<file path="src/rtl/adcseq_pkg.sv">
package adcseq_pkg;
  localparam int NCH      = 16;
  localparam int CHW      = $clog2(NCH);
  localparam int DW       = 10;
  localparam int NREQ     = 3;
  localparam int REQW     = $clog2(NREQ);
  localparam int AVG_LOG  = 2;
  localparam int AW       = 8;

  localparam int A_PWR    = 'h00;
  localparam int A_MASKS  = 'h02;  // stride 4 per requester: sel lo/hi, avg lo/hi
  localparam int A_ISTAT  = 'h0E;
  localparam int A_IMASK  = 'h0F;
  localparam int A_CTL    = 'h12;  // software requesters 1..NREQ-1
  localparam int A_RT_RES = 'h17;
  localparam int A_SW_RES = 'h37;

  localparam int CTL_START = 5;

  typedef enum logic [2:0] {
    E_IDLE, E_SCAN, E_SAMPLE, E_WRITE, E_DONE
  } eng_state_e;
endpackage

</file>
<file path="src/rtl/adcseq_arb.sv">
module adcseq_arb #(
  parameter int N = adcseq_pkg::NREQ,
  parameter int W = adcseq_pkg::REQW
) (
  input  logic [N-1:0] pend,
  output logic         vld,
  output logic [W-1:0] id
);
  // lowest index has highest priority
  always_comb begin
    vld = 1'b0;
    id  = '0;
    for (int i = N - 1; i >= 0; i--) begin
      if (pend[i]) begin
        vld = 1'b1;
        id  = W'(i);
      end
    end
  end
endmodule

</file>
<file path="src/rtl/adcseq_engine.sv">
module adcseq_engine
  import adcseq_pkg::*;
#(
  parameter int NC  = NCH,
  parameter int CW  = CHW,
  parameter int SW  = DW,
  parameter int RW  = REQW,
  parameter int AL  = AVG_LOG
) (
  input  logic          clk,
  input  logic          rst_n,
  input  logic          start,
  input  logic [RW-1:0] start_id,
  input  logic [NC-1:0] sel,
  input  logic [NC-1:0] avg,
  output logic          adc_req,
  output logic [CW-1:0] adc_chan,
  input  logic          adc_ack,
  input  logic [SW-1:0] adc_data,
  output logic          res_we,
  output logic [RW-1:0] res_id,
  output logic [CW-1:0] res_ch,
  output logic [SW-1:0] res_val,
  output logic          done,
  output logic          idle
);
  localparam int ACCW = SW + AL;

  eng_state_e    st_q, st_n;
  logic [CW-1:0] idx_q, idx_n;
  logic [RW-1:0] id_q, id_n;
  logic [NC-1:0] sel_q, sel_n, avg_q, avg_n;
  logic [ACCW-1:0] acc_q, acc_n;
  logic [AL-1:0] cnt_q, cnt_n;
  logic          last_ch;

  assign last_ch = (idx_q == CW'(NC - 1));

  always_comb begin
    st_n  = st_q;
    idx_n = idx_q;
    id_n  = id_q;
    sel_n = sel_q;
    avg_n = avg_q;
    acc_n = acc_q;
    cnt_n = cnt_q;
    unique case (st_q)
      E_IDLE: begin
        if (start) begin
          id_n  = start_id;
          sel_n = sel;
          avg_n = avg;
          idx_n = '0;
          st_n  = E_SCAN;
        end
      end
      E_SCAN: begin
        if (sel_q[idx_q]) begin
          acc_n = '0;
          cnt_n = '0;
          st_n  = E_SAMPLE;
        end else if (last_ch) begin
          st_n = E_DONE;
        end else begin
          idx_n = idx_q + 1'b1;
        end
      end
      E_SAMPLE: begin
        if (adc_ack) begin
          acc_n = acc_q + ACCW'(adc_data);
          if (!avg_q[idx_q] || cnt_q == '1) st_n = E_WRITE;
          else cnt_n = cnt_q + 1'b1;
        end
      end
      E_WRITE: begin
        if (last_ch) begin
          st_n = E_DONE;
        end else begin
          idx_n = idx_q + 1'b1;
          st_n  = E_SCAN;
        end
      end
      E_DONE:  st_n = E_IDLE;
      default: st_n = E_IDLE;
    endcase
  end

  always_ff @(posedge clk or negedge rst_n) begin
    if (!rst_n) begin
      st_q  <= E_IDLE;
      idx_q <= '0;
      id_q  <= '0;
      sel_q <= '0;
      avg_q <= '0;
      acc_q <= '0;
      cnt_q <= '0;
    end else begin
      st_q  <= st_n;
      idx_q <= idx_n;
      id_q  <= id_n;
      sel_q <= sel_n;
      avg_q <= avg_n;
      acc_q <= acc_n;
      cnt_q <= cnt_n;
    end
  end

  assign adc_req  = (st_q == E_SAMPLE);
  assign adc_chan = idx_q;
  assign res_we   = (st_q == E_WRITE);
  assign res_id   = id_q;
  assign res_ch   = idx_q;
  assign res_val  = avg_q[idx_q] ? acc_q[ACCW-1:AL] : acc_q[SW-1:0];
  assign done     = (st_q == E_DONE);
  assign idle     = (st_q == E_IDLE);
endmodule

</file>
<file path="src/rtl/adcseq_results.sv">
module adcseq_results
  import adcseq_pkg::*;
#(
  parameter int NC      = NCH,
  parameter int CW      = CHW,
  parameter int SW      = DW,
  parameter int A       = AW,
  parameter int RT_BASE = A_RT_RES,
  parameter int SW_BASE = A_SW_RES
) (
  input  logic          clk,
  input  logic          rst_n,
  input  logic          we,
  input  logic          wr_rt,
  input  logic [CW-1:0] wr_ch,
  input  logic [SW-1:0] wr_val,
  input  logic [A-1:0]  rd_addr,
  output logic          rd_hit,
  output logic [7:0]    rd_byte
);
  localparam int NB   = 2;
  localparam int LOWB = SW - 8;

  logic [NB-1:0]       hit;
  logic [NB-1:0][7:0]  bytes;

  for (genvar b = 0; b < NB; b++) begin : g_bank
    localparam int BASE = (b == 0) ? RT_BASE : SW_BASE;
    logic [SW-1:0] mem_q [NC];
    logic [A-1:0]  off;
    logic [SW-1:0] val;
    logic          bank_we;

    assign bank_we = we && (wr_rt == (b == 0));

    always_ff @(posedge clk or negedge rst_n) begin
      if (!rst_n) begin
        for (int c = 0; c < NC; c++) mem_q[c] <= '0;
      end else if (bank_we) begin
        mem_q[wr_ch] <= wr_val;
      end
    end

    assign off      = rd_addr - A'(BASE);
    assign hit[b]   = (off < A'(2 * NC));
    assign val      = mem_q[off[CW:1]];
    assign bytes[b] = off[0] ? val[SW-1:SW-8]
                             : {val[LOWB-1:0], {(8 - LOWB){1'b0}}};
  end

  assign rd_hit  = |hit;
  assign rd_byte = hit[0] ? bytes[0] : (hit[1] ? bytes[1] : 8'h00);
endmodule

</file>
<file path="src/rtl/adcseq_regs.sv">
module adcseq_regs
  import adcseq_pkg::*;
#(
  parameter int NR = NREQ,
  parameter int NC = NCH,
  parameter int RW = REQW,
  parameter int A  = AW
) (
  input  logic                  clk,
  input  logic                  rst_n,
  input  logic                  wr,
  input  logic [A-1:0]          addr,
  input  logic [7:0]            wdata,
  input  logic                  rt_trig,
  input  logic                  done,
  input  logic [RW-1:0]         done_id,
  output logic                  rd_hit,
  output logic [7:0]            rd_byte,
  output logic                  pwr,
  output logic [NR-1:0]         busy,
  output logic [NR-2:0]         eoc,
  output logic [NR-1:0][NC-1:0] sel,
  output logic [NR-1:0][NC-1:0] avg,
  output logic                  irq
);
  localparam int HB = NC / 2;

  logic                  pwr_q, pwr_n;
  logic [NR-1:0][NC-1:0] sel_q, sel_n, avg_q, avg_n;
  logic [NR-1:0]         busy_q, busy_n, ist_q, ist_n, msk_q, msk_n, start_req;
  logic [NR-2:0]         eoc_q, eoc_n;

  always_comb begin
    start_req[0] = rt_trig;
    for (int r = 1; r < NR; r++)
      start_req[r] = wr && (addr == A'(A_CTL + r - 1)) && wdata[CTL_START];
  end

  always_comb begin
    pwr_n  = pwr_q;
    sel_n  = sel_q;
    avg_n  = avg_q;
    busy_n = busy_q;
    eoc_n  = eoc_q;
    ist_n  = ist_q;
    msk_n  = msk_q;
    if (wr) begin
      if (addr == A'(A_PWR))   pwr_n = wdata[0];
      if (addr == A'(A_IMASK)) msk_n = wdata[NR-1:0];
      if (addr == A'(A_ISTAT)) ist_n = ist_q & ~wdata[NR-1:0];
      for (int r = 0; r < NR; r++) begin
        if (addr == A'(A_MASKS + 4 * r))     sel_n[r][HB-1:0]  = wdata;
        if (addr == A'(A_MASKS + 4 * r + 1)) sel_n[r][NC-1:HB] = wdata;
        if (addr == A'(A_MASKS + 4 * r + 2)) avg_n[r][HB-1:0]  = wdata;
        if (addr == A'(A_MASKS + 4 * r + 3)) avg_n[r][NC-1:HB] = wdata;
      end
    end
    for (int r = 0; r < NR; r++)
      if (start_req[r] && pwr_q && !busy_q[r]) busy_n[r] = 1'b1;
    for (int r = 1; r < NR; r++)
      if (start_req[r] && pwr_q && !busy_q[r]) eoc_n[r-1] = 1'b0;
    if (done) begin
      busy_n[done_id] = 1'b0;
      ist_n[done_id]  = 1'b1;
    end
    for (int r = 1; r < NR; r++)
      if (done && done_id == RW'(r)) eoc_n[r-1] = 1'b1;
  end

  always_ff @(posedge clk or negedge rst_n) begin
    if (!rst_n) begin
      pwr_q  <= 1'b0;
      sel_q  <= '0;
      avg_q  <= '0;
      busy_q <= '0;
      eoc_q  <= '0;
      ist_q  <= '0;
      msk_q  <= '1;
    end else begin
      pwr_q  <= pwr_n;
      sel_q  <= sel_n;
      avg_q  <= avg_n;
      busy_q <= busy_n;
      eoc_q  <= eoc_n;
      ist_q  <= ist_n;
      msk_q  <= msk_n;
    end
  end

  always_comb begin
    rd_hit  = 1'b0;
    rd_byte = 8'h00;
    if (addr == A'(A_PWR)) begin
      rd_hit  = 1'b1;
      rd_byte = {7'b0, pwr_q};
    end
    if (addr == A'(A_ISTAT)) begin
      rd_hit  = 1'b1;
      rd_byte = {{(8 - NR){1'b0}}, ist_q};
    end
    if (addr == A'(A_IMASK)) begin
      rd_hit  = 1'b1;
      rd_byte = {{(8 - NR){1'b0}}, msk_q};
    end
    for (int r = 0; r < NR; r++) begin
      if (addr == A'(A_MASKS + 4 * r))     begin rd_hit = 1'b1; rd_byte = sel_q[r][HB-1:0];  end
      if (addr == A'(A_MASKS + 4 * r + 1)) begin rd_hit = 1'b1; rd_byte = sel_q[r][NC-1:HB]; end
      if (addr == A'(A_MASKS + 4 * r + 2)) begin rd_hit = 1'b1; rd_byte = avg_q[r][HB-1:0];  end
      if (addr == A'(A_MASKS + 4 * r + 3)) begin rd_hit = 1'b1; rd_byte = avg_q[r][NC-1:HB]; end
    end
    for (int r = 1; r < NR; r++) begin
      if (addr == A'(A_CTL + r - 1)) begin
        rd_hit  = 1'b1;
        rd_byte = {6'b0, eoc_q[r-1], busy_q[r]};
      end
    end
  end

  assign pwr  = pwr_q;
  assign busy = busy_q;
  assign eoc  = eoc_q;
  assign sel  = sel_q;
  assign avg  = avg_q;
  assign irq  = |(ist_q & ~msk_q);
endmodule

</file>
<file path="src/rtl/adc_seq_ctrl.sv">
module adc_seq_ctrl
  import adcseq_pkg::*;
(
  input  logic           clk,
  input  logic           rst_n,
  input  logic [AW-1:0]  reg_addr,
  input  logic           reg_wr,
  input  logic [7:0]     reg_wdata,
  output logic [7:0]     reg_rdata,
  input  logic           rt_trig,
  output logic           adc_req,
  output logic [CHW-1:0] adc_chan,
  input  logic           adc_ack,
  input  logic [DW-1:0]  adc_data,
  output logic           irq
);
  logic [1:0] rsync_q;
  logic       rst_sync_n;

  always_ff @(posedge clk or negedge rst_n) begin
    if (!rst_n) rsync_q <= '0;
    else        rsync_q <= {rsync_q[0], 1'b1};
  end
  assign rst_sync_n = rsync_q[1];

  logic                      pwr_on;
  logic [NREQ-1:0]           req_busy;
  logic [NREQ-2:0]           ctl_eoc;
  logic [NREQ-1:0][NCH-1:0]  req_sel, req_avg;
  logic                      arb_vld, grant, eng_idle, eng_done;
  logic [REQW-1:0]           gnt_id, res_id;
  logic                      res_we;
  logic [CHW-1:0]            res_ch;
  logic [DW-1:0]             res_val;
  logic                      reg_hit, res_hit;
  logic [7:0]                reg_byte, res_byte;

  adcseq_regs u_regs (
    .clk     (clk),
    .rst_n   (rst_sync_n),
    .wr      (reg_wr),
    .addr    (reg_addr),
    .wdata   (reg_wdata),
    .rt_trig (rt_trig),
    .done    (eng_done),
    .done_id (res_id),
    .rd_hit  (reg_hit),
    .rd_byte (reg_byte),
    .pwr     (pwr_on),
    .busy    (req_busy),
    .eoc     (ctl_eoc),
    .sel     (req_sel),
    .avg     (req_avg),
    .irq     (irq)
  );

  adcseq_arb u_arb (
    .pend (req_busy),
    .vld  (arb_vld),
    .id   (gnt_id)
  );

  assign grant = arb_vld && eng_idle && pwr_on;

  adcseq_engine u_eng (
    .clk      (clk),
    .rst_n    (rst_sync_n),
    .start    (grant),
    .start_id (gnt_id),
    .sel      (req_sel[gnt_id]),
    .avg      (req_avg[gnt_id]),
    .adc_req  (adc_req),
    .adc_chan (adc_chan),
    .adc_ack  (adc_ack),
    .adc_data (adc_data),
    .res_we   (res_we),
    .res_id   (res_id),
    .res_ch   (res_ch),
    .res_val  (res_val),
    .done     (eng_done),
    .idle     (eng_idle)
  );

  adcseq_results u_res (
    .clk     (clk),
    .rst_n   (rst_sync_n),
    .we      (res_we),
    .wr_rt   (res_id == '0),
    .wr_ch   (res_ch),
    .wr_val  (res_val),
    .rd_addr (reg_addr),
    .rd_hit  (res_hit),
    .rd_byte (res_byte)
  );

  assign reg_rdata = res_hit ? res_byte : (reg_hit ? reg_byte : 8'h00);
endmodule

</file>
<file path="config.mk">
export PLATFORM = sky130hd
export DESIGN_NAME = adc_seq_ctrl
export DESIGN_NICKNAME = d
export VERILOG_FILES = /design/src/rtl/adcseq_pkg.sv /design/src/rtl/adcseq_arb.sv /design/src/rtl/adcseq_engine.sv /design/src/rtl/adcseq_results.sv /design/src/rtl/adcseq_regs.sv /design/src/rtl/adc_seq_ctrl.sv
export SDC_FILE = /design/constraint.sdc
export NUM_CORES = 1
export LEC_CHECK = 0
export ABC_AREA = 1
export BUFFER_PORTS_ARGS = -buffer_cell sky130_fd_sc_hd__buf_2
export CAP_MARGIN = 25
export CORE_ASPECT_RATIO = 0.75
export CORE_MARGIN = 4
export CORE_UTILIZATION = 35
export DETAILED_ROUTE_END_ITERATION = 8
export SLEW_MARGIN = 10
export SYNTH_ARGS = -nofsm -noshare
export SYNTH_HDL_FRONTEND = slang
export SYNTH_SLANG_ARGS = --single-unit
</file>
<file path="constraint.sdc">
create_clock -name clk -period 14 [get_ports clk]
set_input_delay 1.4 -clock clk [delete_from_list [all_inputs] [get_ports clk]]
set_output_delay 1.4 -clock clk [all_outputs]
set_load 0.02 [all_outputs]
</file>
==> impl_metrics.env <==
export IMPL_critPathArrivalTime_ns=6.03
export IMPL_synth_edf_count=0
export IMPL_clockBufferDepth=3
export IMPL_fin_crit_ns=7.43
export IMPL_cp_end_kind="output port"
export IMPL_ir_drop_v=0.0000944
export IMPL_critPathKind="input port to output port"
export IMPL_nets=2783
export IMPL_synth_ff_type="dfrtp_1"
export IMPL_crit_fanout=75
export IMPL_clock_skew_ns=0.0220
export IMPL_final_hold_violation_count=0
export IMPL_cp_depth=12
export IMPL_worst_pin_slew_ns=1.07
export IMPL_dieArea_um2=72300
export IMPL_via_per_inst=5.37
export IMPL_drc=0
export IMPL_yosysSeqAreaShare_pct=51.0
export IMPL_fin_area_um2=26200
export IMPL_final_cell_mix="nand2_1 (747), o21ai_0 (579), dfrtp_1 (481)"
export IMPL_grt_pass1_vias=17900
export IMPL_period_share_pct=53.1
export IMPL_syn_inst=2816
export IMPL_grt_max_degree=178
export IMPL_antenna_left=0
export IMPL_clk_latency_ns=0.62
export IMPL_firstDrtPassIters=7
export IMPL_grt_overflow=0
export IMPL_hpwl_um=46400
export IMPL_synth_top_area_share_pct=50.7
export IMPL_ys_ff_latch=485
export IMPL_syn_nets=2867
export IMPL_synth_area_leader_cell="dfrtp_1"
export IMPL_die_x_um=309
export IMPL_hold_ws_ns=0.328
export IMPL_outcome="finished, final reports clean"
export IMPL_slowest_stage="ha_4"
export IMPL_drt_iter0_markers=2424
export IMPL_timing_rr_start="u_eng.adc_chan[0]$_DFFE_PN0P_"
export IMPL_start_util_pct=35.5
export IMPL_p_per_area_nw_per_um2=163
export IMPL_dieHeight_um=234
export IMPL_crit_top_cell="buf_2"
export IMPL_place_congestion=0.921
export IMPL_grt_use_total_pct=19.7
export IMPL_critical_path_top_delay_family="buffers and inverters"
export IMPL_diodes=0
export IMPL_cp_buffers_inverters=4
export IMPL_slew_viol_final=0
export IMPL_core_um2=67100
export IMPL_cts_sinks=485
export IMPL_setup_tns_ns=0
export IMPL_synth_area_um2=23800
export IMPL_critPathLaunchType="input port"
export IMPL_maxCapViolCount=0
export IMPL_post_cts_resized=0
export IMPL_synth_warnings=0
export IMPL_crit_required_ns=12.60
export IMPL_reg2reg_depth=5
export IMPL_htree_levels=2
export IMPL_cts_root_buffer="clkbuf_16"
export IMPL_pin_count=45
export IMPL_max_stage_delay_ns=1.11
export IMPL_async_reset_ff_share_pct=100
export IMPL_fmax_ghz=0.135
export IMPL_p_leak_nw=11.8
export IMPL_grt_setup_unrepaired="no"
export IMPL_crit_path_start="reg_addr[0]"
export IMPL_cts_hold_buf=0
export IMPL_drive_gt1_share_pct=9.50
export IMPL_hold_path_class="flip-flop to async pin"
export IMPL_grt_pass1_wl_um=111000
export IMPL_path_cells="buf_2 -> clkinv_1 -> ha_4 -> buf_4 -> mux2_2 -> o21ai_0 -> o211ai_1 -> nand3_1 -> nor2_1 -> a41oi_1 -> nand2_1 -> buf_2"
export IMPL_wl_per_cell_um=19.5
export IMPL_setup_violations=0
export IMPL_ys_types=47
export IMPL_clk_pin_slew_ns=0.06
export IMPL_post_cts_setup_buffers=0
export IMPL_syn_area_per_cell_um2=8.45
export IMPL_antenna_found_initial=1
export IMPL_final_common_cell="nand2_1"
export IMPL_wl_um=71200
export IMPL_cts_tree="yes"
export IMPL_cts_buffers_inserted=49
export IMPL_area_growth_pct=10.3
export IMPL_num_rows=82
export IMPL_dr_total_vias=19600
export IMPL_yosys_top_cells_area="dfrtp_1 (51%), o21ai_0 (12%), nand2_1 (12%)"
export IMPL_port_buffers=44
export IMPL_place_area_um2=24500
export IMPL_utilization_pct=39.1
export IMPL_relSlewSlack_pct=28.7
## synthesized netlist by cell type, types with 11 or more instances
| library cell | n |
|---|---|
| nor3_1 | 14 |
| mux2_2 | 72 |
| clkbuf_1 | 162 |
| a21oi_1 | 103 |
| ha_1 | 19 |
| o21ai_0 | 579 |
| buf_2 | 37 |
| mux2i_1 | 72 |
| dfrtp_1 | 482 |
| o211ai_1 | 87 |
| nand2_1 | 748 |
| a31oi_1 | 15 |
| nor2_1 | 97 |
| o21ai_1 | 11 |
| inv_1 | 129 |
| nand3_1 | 93 |
## worst paths after layout
check | endpoint | slack, ns
max | reg_rdata[3] | 6.57
min in group clk | rsync_q[1]$_DFF_PN0_ | 0.35
max reg2reg | u_res.g_bank[1].mem_q[1]$_DFFE_PN0P_ | 10.81
min | u_regs.ist_q[1]$_DFF_PN0_ | 0.33
min reg2reg | u_regs.ist_q[1]$_DFF_PN0_ | 0.33
max in group asynchronous | u_res.g_bank[0].mem_q[101]$_DFFE_PN0P_ | 11.49
## cell families (layout without fill, tap and decap cells)
group	Yosys count	count (layout)	synth area share (%)
buf+inv	348	301	5.81
simple gates	979	979	16.4
xor+xnor	7	7	0.258
other cells	1	1	0.0158
compound gates	832	832	19.0
mux	144	144	6.44
flops	485	485	51.0
fa+ha+maj	20	20	1.08
## sequential cells by signal (all words and copies together), names as in the netlist
register and count:
u_regs.busy 3, u_regs.msk_q 3, u_eng.acc_q 12, rsync_q 2
u_regs.sel 48, u_regs.avg 48, u_eng.cnt_q 2, u_eng.sel_q 16
u_res.g_bank.mem_q 320, u_eng.res_id 2, u_eng.adc_chan 4, u_regs.eoc 2
u_regs.ist_q 3, u_eng.avg_q 16, u_eng.st_q 3, u_regs.pwr 1
## worst reg2reg max path, stage by stage (launching register included)
cell and delay, ns:
dfrtp_1 0.86, ha_1 0.55, inv_1 0.10, nor2_1 0.50
nand2_1 0.71, o21ai_0 0.38
## power breakdown
group          switching, mW  internal [mW]
clock                  0.579          0.767
sequential             0.137           1.58
combinational          0.900          0.314
total                   1.62           2.66
## layout make-up
class                      instances  area (um2)
clock buffer                      74        1440
clock inverter                    14         174
fill                            6804       40900
inverter                         140         528
multi-input combinational       1983       10300
sequential                       485       12100
tap                              882        1100
timing repair buffer              73         515
## through the flow
| step | instances | total power [mW] | setup WS (ns) |
|---|---|---|---|
| 2_1_floorplan | 2816 | 2.46 | 6.10 |
| 3_3_place_gp | 3559 | 2.89 | 6.61 |
| 3_5_place_dp | 3559 | 2.90 | 6.56 |
| 4_1_cts | 3647 | 4.25 | 6.57 |
| 5_1_grt | 3651 | 4.50 | 6.30 |
| 6_report | 3651 | 4.27 | 6.57 |
## per-layer routing
metal	global-route usage, %	part of all wire [%]	vias to the layer above
li1	-	-	9300
met1	31.4	50	9527
met2	26.6	40	696
met3	4.60	8.6	74
met4	3.98	1.5	2
met5	0.399	0.049	-
No activity file was read; power rests on OpenSTA's default activity.
